==> config.mk <==
export PLATFORM = sky130hd
export DESIGN_NAME = hdx_defer_retry
export DESIGN_NICKNAME = d
export VERILOG_FILES = /design/src/rtl/hdx_pkg.sv /design/src/rtl/hdx_lfsr.sv /design/src/rtl/hdx_defer_timer.sv /design/src/rtl/hdx_backoff.sv /design/src/rtl/hdx_defer_retry.sv
export SDC_FILE = /design/constraint.sdc
export NUM_CORES = 1
export LEC_CHECK = 0
export BUFFER_PORTS_ARGS = -buffer_cell sky130_fd_sc_hd__buf_2
export CORE_UTILIZATION = 54
export CTS_CLUSTER_DIAMETER = 100
export DETAILED_ROUTE_END_ITERATION = 8
export PLACE_DENSITY = 0.74
export SLEW_MARGIN = 5
export SYNTH_ARGS = -nofsm -noshare
export SYNTH_HDL_FRONTEND = slang
export SYNTH_SLANG_ARGS = --single-unit
==> constraint.sdc <==
create_clock -name clk -period 2.2 [get_ports clk]
set_input_delay 0.22 -clock clk [delete_from_list [all_inputs] [get_ports clk]]
set_output_delay 0.22 -clock clk [all_outputs]
set_load 0.03 [all_outputs]
==> src/rtl/hdx_pkg.sv <==
package hdx_pkg;
  typedef enum logic [1:0] {DF_WAIT, DF_WIN, DF_TAIL, DF_MET} dfr_state_t;
  typedef enum logic [1:0] {TX_DEFER, TX_SEND, TX_JAM, TX_BACKOFF} tx_state_t;
endpackage

==> src/rtl/hdx_lfsr.sv <==
module hdx_lfsr #(
  parameter int          W     = 16,
  parameter logic [W-1:0] TAPS = 16'hB400,
  parameter logic [W-1:0] SEED = 16'h1D35
) (
  input  logic         clk,
  input  logic         rst_n,
  output logic [W-1:0] state
);
  logic [W-1:0] st_q, st_d;

  always_comb begin
    st_d = {1'b0, st_q[W-1:1]} ^ (st_q[0] ? TAPS : '0);
  end

  always_ff @(posedge clk or negedge rst_n) begin
    if (!rst_n) st_q <= SEED;
    else        st_q <= st_d;
  end

  assign state = st_q;


  lfsr_live_chk: assert property (@(posedge clk) disable iff (!rst_n) st_q != '0);
endmodule

==> src/rtl/hdx_defer_timer.sv <==
module hdx_defer_timer
  import hdx_pkg::*;
#(
  parameter int WINDOW_BITS = 60,
  parameter int TAIL_BITS   = 36
) (
  input  logic clk,
  input  logic rst_n,
  input  logic arm,
  input  logic full_duplex,
  input  logic carrier_sense,
  input  logic bit_tick,
  output logic gap_met
);
  localparam int MAXV = (WINDOW_BITS > TAIL_BITS) ? WINDOW_BITS : TAIL_BITS;
  localparam int CW   = $clog2(MAXV + 1);

  dfr_state_t    st_q, st_d;
  logic [CW-1:0] cnt_q, cnt_d;
  logic          busy;

  assign busy = carrier_sense && !full_duplex;

  always_comb begin
    st_d  = st_q;
    cnt_d = cnt_q;
    if (!arm) begin
      st_d  = DF_WAIT;
      cnt_d = '0;
    end else begin
      unique case (st_q)
        DF_WAIT: if (!busy) begin
          st_d  = DF_WIN;
          cnt_d = '0;
        end
        DF_WIN: begin
          if (busy) begin
            st_d = DF_WAIT;
          end else if (bit_tick) begin
            if (cnt_q == CW'(WINDOW_BITS - 1)) begin
              st_d  = DF_TAIL;
              cnt_d = '0;
            end else begin
              cnt_d = cnt_q + 1'b1;
            end
          end
        end
        DF_TAIL: if (bit_tick) begin
          if (cnt_q == CW'(TAIL_BITS - 1)) st_d = DF_MET;
          else                             cnt_d = cnt_q + 1'b1;
        end
        DF_MET: if (busy) st_d = DF_WAIT;
        default: st_d = DF_WAIT;
      endcase
    end
  end

  always_ff @(posedge clk or negedge rst_n) begin
    if (!rst_n) begin
      st_q  <= DF_WAIT;
      cnt_q <= '0;
    end else begin
      st_q  <= st_d;
      cnt_q <= cnt_d;
    end
  end

  assign gap_met = (st_q == DF_TAIL && bit_tick && cnt_q == CW'(TAIL_BITS - 1)) ||
                   (st_q == DF_MET && !busy);


  win_restart_chk: assert property (@(posedge clk) disable iff (!rst_n)
    (st_q == DF_WIN && busy) |=> (st_q == DF_WAIT));

  met_from_tail_chk: assert property (@(posedge clk) disable iff (!rst_n)
    (st_q == DF_MET && $past(st_q) != DF_MET) |-> ($past(st_q) == DF_TAIL));
endmodule

==> src/rtl/hdx_backoff.sv <==
module hdx_backoff #(
  parameter int SLOT_BITS   = 512,
  parameter int BACKOFF_CAP = 10,
  parameter int N_W         = 5,
  parameter int LFSR_W      = 16
) (
  input  logic           clk,
  input  logic           rst_n,
  input  logic           load,
  input  logic [N_W-1:0] coll_n,
  input  logic           bit_tick,
  output logic           idle
);
  localparam int SW = $clog2(SLOT_BITS);

  logic [LFSR_W-1:0]      rnd;
  logic [BACKOFF_CAP-1:0] mask, slots_q, slots_d;
  logic [SW-1:0]          bit_q, bit_d;

  hdx_lfsr #(.W(LFSR_W)) u_lfsr (.clk(clk), .rst_n(rst_n), .state(rnd));

  always_comb begin
    for (int i = 0; i < BACKOFF_CAP; i++) mask[i] = (int'(coll_n) > i);
  end

  always_comb begin
    slots_d = slots_q;
    bit_d   = bit_q;
    if (load) begin
      slots_d = rnd[BACKOFF_CAP-1:0] & mask;
      bit_d   = '0;
    end else if (slots_q != '0 && bit_tick) begin
      if (bit_q == SW'(SLOT_BITS - 1)) begin
        bit_d   = '0;
        slots_d = slots_q - 1'b1;
      end else begin
        bit_d = bit_q + 1'b1;
      end
    end
  end

  always_ff @(posedge clk or negedge rst_n) begin
    if (!rst_n) begin
      slots_q <= '0;
      bit_q   <= '0;
    end else begin
      slots_q <= slots_d;
      bit_q   <= bit_d;
    end
  end

  assign idle = (slots_q == '0);


  slot_range_chk: assert property (@(posedge clk) disable iff (!rst_n)
    load |=> (slots_q <= $past(mask)));
endmodule

==> src/rtl/hdx_defer_retry.sv <==
module hdx_defer_retry
  import hdx_pkg::*;
#(
  parameter int WINDOW_BITS = 60,
  parameter int TAIL_BITS   = 36,
  parameter int SLOT_BITS   = 512,
  parameter int RETRY_LIMIT = 15,
  parameter int BACKOFF_CAP = 10,
  parameter int KEEP_BYTES  = 64,
  parameter int JAM_BITS    = 32,
  parameter int BC_W        = 16,
  parameter int LFSR_W      = 16
) (
  input  logic            clk,
  input  logic            rst_n,
  input  logic            full_duplex,
  input  logic            bit_tick,
  input  logic            carrier_sense,
  input  logic            collision,
  input  logic            frame_pending,
  input  logic            frame_end,
  input  logic [BC_W-1:0] tx_byte_cnt,
  output logic            tx_grant,
  output logic            jam_req,
  output logic            rewind_req,
  output logic            late_col,
  output logic            retry_lim
);
  localparam int NW = $clog2(RETRY_LIMIT + 2);
  localparam int JW = $clog2(JAM_BITS + 1);

  tx_state_t     st_q, st_d;
  logic [NW-1:0] coll_q, coll_d;
  logic [JW-1:0] jcnt_q, jcnt_d;
  logic          late_q, late_d;
  logic          rw_q, rw_d, lc_q, lc_d, rl_q, rl_d;
  logic          gap_met, bo_idle, bo_load;

  hdx_defer_timer #(.WINDOW_BITS(WINDOW_BITS), .TAIL_BITS(TAIL_BITS)) u_defer (
    .clk(clk), .rst_n(rst_n), .arm(st_q == TX_DEFER), .full_duplex(full_duplex),
    .carrier_sense(carrier_sense), .bit_tick(bit_tick), .gap_met(gap_met));

  hdx_backoff #(.SLOT_BITS(SLOT_BITS), .BACKOFF_CAP(BACKOFF_CAP), .N_W(NW),
                .LFSR_W(LFSR_W)) u_backoff (
    .clk(clk), .rst_n(rst_n), .load(bo_load), .coll_n(coll_q),
    .bit_tick(bit_tick), .idle(bo_idle));

  always_comb begin
    st_d    = st_q;
    coll_d  = coll_q;
    jcnt_d  = jcnt_q;
    late_d  = late_q;
    rw_d    = 1'b0;
    lc_d    = 1'b0;
    rl_d    = 1'b0;
    bo_load = 1'b0;
    unique case (st_q)
      TX_DEFER: if (gap_met && frame_pending) st_d = TX_SEND;
      TX_SEND: begin
        if (collision && !full_duplex) begin
          st_d   = TX_JAM;
          jcnt_d = '0;
          late_d = (tx_byte_cnt >= BC_W'(KEEP_BYTES));
          coll_d = coll_q + 1'b1;
        end else if (frame_end) begin
          st_d   = TX_DEFER;
          coll_d = '0;
        end
      end
      TX_JAM: if (bit_tick) begin
        if (jcnt_q == JW'(JAM_BITS - 1)) begin
          if (late_q) begin
            lc_d   = 1'b1;
            coll_d = '0;
            st_d   = TX_DEFER;
          end else if (coll_q > NW'(RETRY_LIMIT)) begin
            rl_d   = 1'b1;
            coll_d = '0;
            st_d   = TX_DEFER;
          end else begin
            rw_d    = 1'b1;
            bo_load = 1'b1;
            st_d    = TX_BACKOFF;
          end
        end else begin
          jcnt_d = jcnt_q + 1'b1;
        end
      end
      TX_BACKOFF: if (bo_idle) st_d = TX_DEFER;
      default: st_d = TX_DEFER;
    endcase
  end

  always_ff @(posedge clk or negedge rst_n) begin
    if (!rst_n) begin
      st_q   <= TX_DEFER;
      coll_q <= '0;
      jcnt_q <= '0;
      late_q <= 1'b0;
      rw_q   <= 1'b0;
      lc_q   <= 1'b0;
      rl_q   <= 1'b0;
    end else begin
      st_q   <= st_d;
      coll_q <= coll_d;
      jcnt_q <= jcnt_d;
      late_q <= late_d;
      rw_q   <= rw_d;
      lc_q   <= lc_d;
      rl_q   <= rl_d;
    end
  end

  assign tx_grant   = (st_q == TX_SEND);
  assign jam_req    = (st_q == TX_JAM);
  assign rewind_req = rw_q;
  assign late_col   = lc_q;
  assign retry_lim  = rl_q;


  grant_after_gap_chk: assert property (@(posedge clk) disable iff (!rst_n)
    $rose(tx_grant) |-> $past(gap_met));

  jam_from_col_chk: assert property (@(posedge clk) disable iff (!rst_n)
    $rose(jam_req) |-> ($past(collision) && !$past(full_duplex)));

  late_no_rewind_chk: assert property (@(posedge clk) disable iff (!rst_n)
    late_col |-> (!rewind_req && !retry_lim && $past(late_q)));

  limit_count_chk: assert property (@(posedge clk) disable iff (!rst_n)
    retry_lim |-> ($past(coll_q) == NW'(RETRY_LIMIT + 1)));

  fd_no_jam_chk: assert property (@(posedge clk) disable iff (!rst_n)
    (full_duplex && $past(full_duplex)) |-> !$rose(jam_req));
endmodule

==> impl_metrics.toml <==
[run_status]
status = "finished with violations"
violations = "setup timing"

[placement]
globalplace.congestion = 0.805
hpwl_um = 5060
place_inst = 456
io_buffers = 22
place_area_um2 = 3730

[cells_and_area]
final_common_cell = "dfrtp_1"
antenna_cells = 0
layout.cells.most_common_list = "51 x dfrtp_1, 36 x buf_4, 26 x nand2_1, 25 x o21ai_0, 22 x buf_2"
finalInstanceArea_um2 = 4300
nFillCells = 375
nets = 449
drive_above_1_share_pct = 33.6
finalNonFillerCells = 483
areaGrowthSynthToFinish_pct = 31.4

[sta]
timing.hold.ws_ns = 0.210
clock.fmax_ghz = 0.426
slew-limit-headroom_pct = 62.0
finalCriticalPeriod_ns = 2.35
fin_setup_tns_ns = -0.520
finalCritPeriodShare_pct = 107
skew_ns = 0.00594
finalHoldViolCount = 0
setup_viol = 10
maxSlewViolCount = 0
worst_slack_ns = -0.149
rsz0062_at_grt = "yes"
worstMarginPinSlew_ns = 0.565

[global_routing]
grt-ovfl-total = 0
grt_pass1_vias = 2661
grt_pass1_wl_um = 12500
grt_max_degree = 41
grt_usage_pct = 26.1
antenna_found_initial = 0

[synth]
synth.distinct_cells = 55
synth_nets = 383
synth_area_um2 = 3270
ys_seq_area_share_pct = 46.2
synth_edf_count = 0
synth_flop_cell = "dfrtp_1"
ys_ff_latch = 60
postSynthCellCount = 340
synth_warnings = 0
synth.area.top_cells = "dfrtp_1 40%, ha_1 7.3%, dfstp_2 6.4%"
synth_area_leader_cell = "dfrtp_1"
async_flop_share_pct = 100
syn_avg_cell_area_um2 = 9.63
synth_top_area_share_pct = 39.7

[clock_network]
h-tree-depth = 3
cts_tree = "built"
cts.clk_slew.worst_paths_ns = 0.08
cts_buffers = 9
root_buffer = "clkbuf_8"
clock_sinks = 60
clock_latency_ns = 0.35
clk_path_buf_depth = 2

[detailed_routing]
avgRoutedWirePerCell_um = 17.2
wirelength_um = 8280
vias_per_cell = 6.04
first_pass_iters = 5
drc = 0
final_antenna_net_count = 0
num_vias = 2916
drtIter0Drc = 160

[worst_setup_path]
critPathArrivalTime_ns = 2.60
ff2ff_path_depth = 8
path_depth = 8
critPathSlowestCell = "or4b_4"
worstSetupPathType = "reg2reg"
cp-startpoint = "u_backoff.slots_q[1]"
reg2reg_slack_ns = -0.15
worstPathRequired_ns = 2.45
r2r_end = "st_q[0]"
path_buf_inv = 2
cp-endpoint = "st_q[0]"
cp_max_fo = 2
worstSetupStartpointType = "flip-flop"
crit_family = "simple AND/OR/NAND/NOR gates"
worstReg2RegStart = "u_backoff.slots_q[1]"
cp-end-kind = "flip-flop"
crit_path_max_incr_delay_ns = 0.47
cp_cell_sequence = "inv_2, ha_4, or4b_4, or3_4, buf_6, a211o_1, or2_1, o22a_1"

[die]
die_w_um = 79.9
ios = 29
start_util_pct = 57.7
die_y_um = 79.9
core_area_um2 = 5680
die_area_um2 = 6380
row_count = 27

[pwr]
p_leak_nw = 1.95
ir_drop_uv = 719
p_per_area_nw_per_um2 = 868

[run]
maxCapViolations = 0

[worst_hold_path]
hold_class = "in2reg"
min_from = "tx_byte_cnt[11]"
[worst min-delay path by stage]
stage / endpoint / cells after the start / slack, ns
floorplan: coll_q[0] / 0 / -0.08
global placement: jcnt_q[2] / 1 / 0.22
detailed placement: jcnt_q[4] / 1 / 0.22
CTS: late_q / 3 / 0.21
global route: late_q / 3 / 0.20
finish: late_q / 3 / 0.21
[report_power, final]
part / total, W / internal (W) / switching (W)
Combinational: 0.00121 / 0.000497 / 0.000714
Clock: 0.00118 / 0.000659 / 0.000517
Sequential: 0.00135 / 0.00122 / 0.000132
Total: 0.00373 / 0.00237 / 0.00136
[per-layer routing]
metal	vias up	routed length, µm	track usage, %
met3	19	323	5.94
met1	1448	3670	35.4
met5	-	0	0
li1	1387	-	-
met4	0	189	11.6
met2	62	4100	39.7
[state kept, by name (all words and copies together), names as in the netlist]
| name | count |
|---|---|
| late_col | 1 |
| u_defer.cnt_q | 6 |
| u_defer.st_q | 2 |
| coll_q | 5 |
| u_backoff.slots_q | 10 |
| u_backoff.bit_q | 9 |
| retry_lim | 1 |
| rewind_req | 1 |
| late_q | 1 |
| u_backoff.u_lfsr.state | 16 |
| st_q | 2 |
| jcnt_q | 6 |
[logic make-up after synthesis]
family	after synthesis	synth area share, %
buffers and inverters	29	3.44
AOI/OAI and AO/OA	96	19.5
and+or+nand+nor	119	18.9
muxes	6	1.87
adders and majority gates	19	7.26
xor gates and xnor gates	11	2.94
DFF	60	46.2
[Yosys cell counts (6+ instances only)]
library cell	n
xnor2_1	7
dfrtp_1	52
nor2b_1	6
clkbuf_1	10
o21ai_0	25
nor3_1	11
nand2_1	28
dfstp_2	8
nor2_1	20
inv_1	16
ha_1	19
or3_1	7
nand3_1	17
a21oi_1	28
o31ai_1	9
[worst reg2reg max path, cell delays in order (launching register included)]
cell	delay, ns
dfrtp_1	0.41
inv_2	0.08
ha_4	0.11
or4b_4	0.47
or3_4	0.36
buf_6	0.12
a211o_1	0.27
or2_1	0.23
o22a_1	0.20
[through the flow]
stage | util (%) | worst slack [ns] | total power [W]
after floorplan | - | -0.0370 | 0.00210
after global placement | 65.8 | -0.149 | 0.00243
after detailed placement | 65.8 | -0.205 | 0.00248
after CTS | 71.2 | -0.150 | 0.00366
after global routing | 75.8 | -0.221 | 0.00394
final | 75.8 | -0.149 | 0.00373
[area by class of cell]
type,instances,area [µm²],share of cell area [%]
Multi-Input combinational cell,252,1910,44.4
Inverter,16,65.1,1.51
Clock inverter,7,106,2.47
Sequential cell,60,1510,35.1
Timing Repair Buffer,67,493,11.5
Clock buffer,9,124,2.88
Tap cell,72,90.1,2.09
[timing repair]
action,in CTS,in global routing
gates resized for setup,11,45
buffers inserted,3,5
setup endpoints to repair,13,30
pin swaps,4,17
hold buffers,1,0
hold endpoints to repair,20,0
cloned,1,1
Power figures use the tool's default switching activity.
